===== src/rtl/mdio_mgmt_pkg.sv =====
`timescale 1ns/1ps
package mdio_mgmt_pkg;

  typedef enum logic [1:0] {
    REG_CTRL = 2'd0,
    REG_STAT = 2'd1,
    REG_CMD  = 2'd2,
    REG_NONE = 2'd3
  } reg_sel_e;

  localparam int CMD_W         = 32;
  localparam int DATA_W        = 16;
  localparam int CTRL_EN_BIT   = 4;
  localparam int STAT_IDLE_BIT = 2;
  localparam int CMD_RD_BIT    = 29;
  // offset inside the command word where the turnaround field starts
  localparam int TA_OFFSET     = 14;
  // offset inside the command word where the data field starts
  localparam int DATA_OFFSET   = 16;

  function automatic int frame_bits(int pre);
    return pre + CMD_W;
  endfunction

  // level on the line for frame position idx
  function automatic logic frame_level(logic [CMD_W-1:0] cmd, int idx, int pre);
    if (idx < pre) return 1'b1;
    return cmd[5'(CMD_W - 1 - (idx - pre))];
  endfunction

  // whether the block drives the line at frame position idx
  function automatic logic frame_drives(logic [CMD_W-1:0] cmd, int idx, int pre);
    return !(cmd[CMD_RD_BIT] && (idx >= pre + TA_OFFSET));
  endfunction

  // whether frame position idx carries read data from the PHY
  function automatic logic frame_captures(logic [CMD_W-1:0] cmd, int idx, int pre);
    return cmd[CMD_RD_BIT] && (idx >= pre + DATA_OFFSET);
  endfunction

endpackage


===== src/rtl/mdio_clkdiv.sv =====
`timescale 1ns/1ps
module mdio_clkdiv #(
  parameter int DIV = 48
) (
  input  logic clk,
  input  logic rst_n,
  input  logic run,
  input  logic halt,
  output logic mdc,
  output logic rise_tick,
  output logic bit_end
);
  localparam int CW   = (DIV > 2) ? $clog2(DIV) : 1;
  localparam int HALF = DIV / 2;

  logic [CW-1:0] phase;

  assign bit_end   = run && (phase == CW'(DIV - 1));
  assign rise_tick = run && (phase == CW'(HALF - 1));
  assign mdc       = run && (phase >= CW'(HALF));

  always_ff @(posedge clk or negedge rst_n) begin
    if (!rst_n)                       phase <= '0;
    else if (!run || halt || bit_end) phase <= '0;
    else                              phase <= phase + 1'b1;
  end
endmodule


===== src/rtl/mdio_frame_seq.sv =====
`timescale 1ns/1ps
module mdio_frame_seq
  import mdio_mgmt_pkg::*;
#(
  parameter int PRE_LEN = 32,
  parameter int IW      = $clog2(PRE_LEN + 32)
) (
  input  logic              clk,
  input  logic              rst_n,
  input  logic              start,
  input  logic              halt,
  input  logic [CMD_W-1:0]  cmd,
  input  logic              rise_tick,
  input  logic              bit_end,
  input  logic              mdio_in,
  output logic              busy,
  output logic [IW-1:0]     bit_idx,
  output logic              mdio_out,
  output logic              mdio_oe,
  output logic              rd_done,
  output logic [DATA_W-1:0] rd_data
);
  localparam int LAST = PRE_LEN + CMD_W - 1;

  logic [DATA_W-1:0] rx_sr;
  logic              last_bit;
  logic              capture;

  assign last_bit = (bit_idx == IW'(LAST));
  assign capture  = busy && !halt && rise_tick &&
                    frame_captures(cmd, int'(bit_idx), PRE_LEN);
  assign rd_done  = busy && !halt && bit_end && last_bit && cmd[CMD_RD_BIT];
  assign rd_data  = rx_sr;
  assign mdio_oe  = busy && frame_drives(cmd, int'(bit_idx), PRE_LEN);
  assign mdio_out = busy && frame_level(cmd, int'(bit_idx), PRE_LEN);

  always_ff @(posedge clk or negedge rst_n) begin
    if (!rst_n) begin
      busy    <= 1'b0;
      bit_idx <= '0;
      rx_sr   <= '0;
    end else if (start) begin
      busy    <= 1'b1;
      bit_idx <= '0;
      rx_sr   <= '0;
    end else if (busy) begin
      if (halt) begin
        busy <= 1'b0;
      end else begin
        if (capture) rx_sr <= {rx_sr[DATA_W-2:0], mdio_in};
        if (bit_end) begin
          if (last_bit) busy    <= 1'b0;
          else          bit_idx <= bit_idx + 1'b1;
        end
      end
    end
  end
endmodule


===== src/rtl/mdio_regfile.sv =====
`timescale 1ns/1ps
module mdio_regfile
  import mdio_mgmt_pkg::*;
(
  input  logic              clk,
  input  logic              rst_n,
  input  logic              reg_wr,
  input  logic [1:0]        reg_addr,
  input  logic [31:0]       reg_wdata,
  input  logic              busy,
  input  logic              rd_done,
  input  logic [DATA_W-1:0] rd_data,
  output logic              ctrl_en,
  output logic [CMD_W-1:0]  cmd_q,
  output logic              start,
  output logic              halt,
  output logic [31:0]       reg_rdata
);
  assign start = reg_wr && (reg_addr == REG_CMD) && ctrl_en && !busy;
  assign halt  = busy && !ctrl_en;

  always_ff @(posedge clk or negedge rst_n) begin
    if (!rst_n) begin
      ctrl_en <= 1'b0;
      cmd_q   <= '0;
    end else begin
      if (reg_wr && (reg_addr == REG_CTRL)) ctrl_en <= reg_wdata[CTRL_EN_BIT];
      if (start)        cmd_q               <= reg_wdata;
      else if (rd_done) cmd_q[DATA_W-1:0]   <= rd_data;
    end
  end

  always_comb begin
    reg_rdata = '0;
    case (reg_addr)
      REG_CTRL: reg_rdata[CTRL_EN_BIT]   = ctrl_en;
      REG_STAT: reg_rdata[STAT_IDLE_BIT] = !busy;
      REG_CMD:  reg_rdata                = cmd_q;
      default:  reg_rdata                = '0;
    endcase
  end
endmodule


===== src/rtl/mdio_mgmt.sv =====
`timescale 1ns/1ps
module mdio_mgmt
  import mdio_mgmt_pkg::*;
#(
  parameter int MDC_DIV = 48,
  parameter int PRE_LEN = 32
) (
  input  logic        clk,
  input  logic        rst_n,
  input  logic        reg_wr,
  input  logic [1:0]  reg_addr,
  input  logic [31:0] reg_wdata,
  output logic [31:0] reg_rdata,
  output logic        mdc,
  output logic        mdio_out,
  output logic        mdio_oe,
  input  logic        mdio_in
);
  localparam int IW = $clog2(PRE_LEN + CMD_W);

  logic              busy;
  logic              start;
  logic              halt;
  logic              ctrl_en;
  logic [CMD_W-1:0]  cmd_q;
  logic              rise_tick;
  logic              bit_end;
  logic              rd_done;
  logic [DATA_W-1:0] rd_data;
  logic [IW-1:0]     bit_idx;

  mdio_regfile u_regs (
    .clk       (clk),
    .rst_n     (rst_n),
    .reg_wr    (reg_wr),
    .reg_addr  (reg_addr),
    .reg_wdata (reg_wdata),
    .busy      (busy),
    .rd_done   (rd_done),
    .rd_data   (rd_data),
    .ctrl_en   (ctrl_en),
    .cmd_q     (cmd_q),
    .start     (start),
    .halt      (halt),
    .reg_rdata (reg_rdata)
  );

  mdio_clkdiv #(.DIV(MDC_DIV)) u_div (
    .clk       (clk),
    .rst_n     (rst_n),
    .run       (busy),
    .halt      (halt),
    .mdc       (mdc),
    .rise_tick (rise_tick),
    .bit_end   (bit_end)
  );

  mdio_frame_seq #(.PRE_LEN(PRE_LEN), .IW(IW)) u_seq (
    .clk       (clk),
    .rst_n     (rst_n),
    .start     (start),
    .halt      (halt),
    .cmd       (cmd_q),
    .rise_tick (rise_tick),
    .bit_end   (bit_end),
    .mdio_in   (mdio_in),
    .busy      (busy),
    .bit_idx   (bit_idx),
    .mdio_out  (mdio_out),
    .mdio_oe   (mdio_oe),
    .rd_done   (rd_done),
    .rd_data   (rd_data)
  );
endmodule


===== config.mk =====
export PLATFORM = sky130hd
export DESIGN_NAME = mdio_mgmt
export DESIGN_NICKNAME = d
export VERILOG_FILES = /design/src/rtl/mdio_mgmt_pkg.sv /design/src/rtl/mdio_clkdiv.sv /design/src/rtl/mdio_frame_seq.sv /design/src/rtl/mdio_regfile.sv /design/src/rtl/mdio_mgmt.sv
export SDC_FILE = /design/constraint.sdc
export NUM_CORES = 1
export LEC_CHECK = 0
export BUFFER_PORTS_ARGS = -buffer_cell sky130_fd_sc_hd__buf_4
export CAP_MARGIN = 10
export CORE_MARGIN = 3
export CORE_UTILIZATION = 41
export CTS_BUF_LIST = sky130_fd_sc_hd__clkbuf_8
export DETAILED_ROUTE_END_ITERATION = 12
export PLACE_DENSITY_LB_ADDON = 0.2
export SKIP_LAST_GASP = 1
export SYNTH_ARGS = -nofsm -noshare
export SYNTH_HDL_FRONTEND = slang
export SYNTH_SLANG_ARGS = --single-unit

===== constraint.sdc =====
create_clock -name clk -period 1.7 [get_ports clk]
set_input_delay 0.255 -clock clk [delete_from_list [all_inputs] [get_ports clk]]
set_output_delay 0.255 -clock clk [all_outputs]
set_load 0.005 [all_outputs]

==> results.py <==
metrics = {
    "run_status": {
        "outcome": "finished with violations",
        "failed_checks": "negative setup slack",
    },
    "timing": {
        "fin_ws_ns": -0.408,
        "finalCriticalPeriod_ns": 2.11,
        "post-route-period-util_pct": 124,
        "hold_viol": 0,
        "finClkSkew_ns": 0.00324,
        "maxSlewHeadroom_pct": 67.3,
        "max_freq_ghz": 0.474,
        "tightest_slew_ns": 0.490,
        "setup_viol": 24,
        "rsz0062_at_grt": "true",
        "drv_slew": 0,
        "holdWs_ns": 0.103,
    },
    "die": {
        "core_area_um2": 7890,
        "die_h_um": 96.8,
        "dieArea_um2": 9380,
        "chipWidth_um": 96.8,
        "io_pins": 73,
        "rows": 32,
        "initial_core_util_pct": 42.9,
    },
    "synthesis": {
        "synth-edff-count": 0,
        "syn_inst": 359,
        "seq_area_frac_synth_pct": 45.9,
        "synth_area_leaders": "dfrtp_1 (46%), nand2_1 (8.7%), mux2i_1 (8.6%)",
        "async_flop_share_pct": 100,
        "netlist_area_um2": 3380,
        "synth_largest_area_cell": "dfrtp_1",
        "ys_warn_count": 0,
        "ys_seq_elements": 62,
        "syn_area_per_cell_um2": 9.42,
        "yosysTopAreaCellShare_pct": 45.9,
        "ys_types": 49,
        "ys.flop_type": "dfrtp_1",
        "synth_nets": 403,
    },
    "global_routing": {
        "grt.overflow.total": 0,
        "grt_pass1_wl_mm": 14.6,
        "antenna_found_initial": 0,
        "grt_max_degree": 37,
        "grtUsageTotal_pct": 19.0,
        "grt_pass1_vias": 2970,
    },
    "critical_path": {
        "crit_type": "register to output pin",
        "arrival_ns": 1.85,
        "rr_startpoint": "u_seq.bit_idx[0]$_DFFE_PN0P_",
        "cp_max_fo": 6,
        "setup.worst_path.start_class": "register",
        "worstPathRequired_ns": 1.44,
        "endpoint_kind": "output pin",
        "cp-startpoint": "u_seq.bit_idx[1]$_DFFE_PN0P_",
    },
    "drt": {
        "ant_nets": 0,
        "firstDrtPassIters": 4,
        "drc": 0,
        "vias": 2905,
        "wire_per_inst_um": 15.3,
        "first_iter_violations": 120,
        "vias_per_cell": 5.11,
        "drt-total-wl_mm": 8.68,
    },
    "clock_tree": {
        "cts_sinks": 62,
        "cts_max_level": 3,
        "insertion_delay_ns": 0.34,
        "cts_tree": "done",
        "clk_pin_slew_worst_paths_ns": 0.07,
        "max-clock-path-buffers": 2,
        "root_buffer": "clkbuf_8",
        "cts_inserted_buffers": 9,
    },
    "hold_path": {
        "hold_path_class": "input port to register",
        "holdCritStartpoint": "reg_wdata[25]",
    },
    "finish": {
        "multi_input_area_um2": 1730,
        "fin_util_pct": 58.8,
        "drive_above_1_share_pct": 32.4,
        "syn2layout_area_growth_pct": 37.2,
        "final_area_um2": 4640,
        "regArea_um2": 1550,
        "fillers": 697,
        "fin_nets": 505,
        "diodes": 0,
    },
    "place": {
        "place.gp.congestion": 0.830,
        "post_dp_cell_area_um2": 4310,
        "port_buffers": 72,
        "pre_cts_ws_ns": -0.152,
        "dpl.hpwl_mm": 6.30,
    },
    "pwr": {
        "p_leak_nw": 2.26,
        "p_per_area_nw_per_um2": 1050,
        "peakVddDrop_mv": 0.691,
        "power.total_w": 0.00487,
    },
    "run": {
        "drv_cap": 0,
    },
}
## routing by layer
layer	up-vias	share of wire, %	track usage, %
met4	0	1.4	5.51
li1	1441	-	-
met2	80	51	32.1
met5	-	0	0
met1	1374	41	23.3
met3	10	6.1	6.27
## cell type report
class / count / share of cell area, %
multi-input cells: 264 / 37.3
flip-flops and latches: 62 / 33.5
inverters: 8 / 0.647
repair buffers: 116 / 21.1
well taps: 102 / 2.75
clock inverters: 3 / 0.863
clock buffers: 13 / 3.86
## flip-flops by register name, summed over array words and instances, names as in the netlist
register	count
u_seq.busy	1
u_seq.rd_data	16
u_regs.ctrl_en	1
u_div.phase	6
u_regs.cmd_q	32
u_seq.bit_idx	6
## placed cells by master, fill, tap and decap left out, drive strengths merged, types with 3 or more instances in the layout
master    n
mux2i    29
buf     115
clkbuf   13
mux2      3
ha        6
nor2     26
o31ai     3
nand2    78
nand3     8
a22oi     4
nor2b     3
and2     32
o211ai    3
a21oi    19
a221o    14
inv       8
o21ai     3
and3      3
dfrtp    62
## critical path: stages, from the launching register on
cell and delay, ns:
dfrtp_1 0.38, buf_4 0.16, buf_4 0.15, nor2b_1 0.23, a22oi_1 0.14, o211ai_1 0.14
o211ai_1 0.15, buf_4 0.16
## repair_timing
action                     4_1_cts  5_1_grt
hold endpoints to repair        23        0
pin swaps                        3        1
resized for setup                9        6
buffers inserted                 5        2
hold buffers                     1        0
setup endpoints to repair       24       25
## report_power, final
part | switching (W) | leakage (nW) | internal, W
combinational | 0.000588 | 1.34 | 0.000723
sequential | 0.000324 | 0.808 | 0.00185
clock | 0.000560 | 0.115 | 0.000832
total | 0.00147 | 2.26 | 0.00340
## cell usage after synthesis (3+ instances only)
master    instances
buf_1             3
mux2i_1          29
clkbuf_1         11
mux2_2            3
and2_1           31
nand3_1           7
nand2_1          78
nor2_1           26
nor2b_1           3
o21ai_0           3
dfrtp_1          62
a21oi_1          19
o211ai_1          3
a22oi_1           4
o31ai_1           3
a221o_1          14
inv_1             8
ha_1              6
buf_2             6
buf_6             4
## logic make-up after synthesis
family	Yosys count	share of synthesized area [%]
flops	62	45.9
xor+xnor	4	1.04
mux	33	10.2
fa+ha+maj	6	2.22
simple gates	163	23.2
buf+inv	33	4.88
compound gates	58	12.5
## metrics by stage
stage / TNS, ns / instances
after floorplan: -0.424 / 359
after global placement: -0.729 / 545
after detailed placement: -1.43 / 545
after CTS: -2.89 / 566
after global routing: -5.17 / 568
final: -3.14 / 568
## final timing paths
path / endpoint / slack, ns / cells after the start
worst max register to register: u_seq.bit_idx[5]$_DFFE_PN0P_ / -0.31 / 6
worst min register to register: u_regs.cmd_q[15]$_DFFE_PN0P_ / 0.50 / 1
min in group asynchronous: u_regs.cmd_q[22]$_DFFE_PN0N_ / 0.37 / 2
worst min-delay path: u_regs.cmd_q[25]$_DFFE_PN0N_ / 0.10 / 3
worst max-delay path: mdio_out / -0.41 / 7
max in group asynchronous: u_div.phase[2]$_DFF_PN0_ / 0.80 / 3
Power figures use the tool's default switching activity.
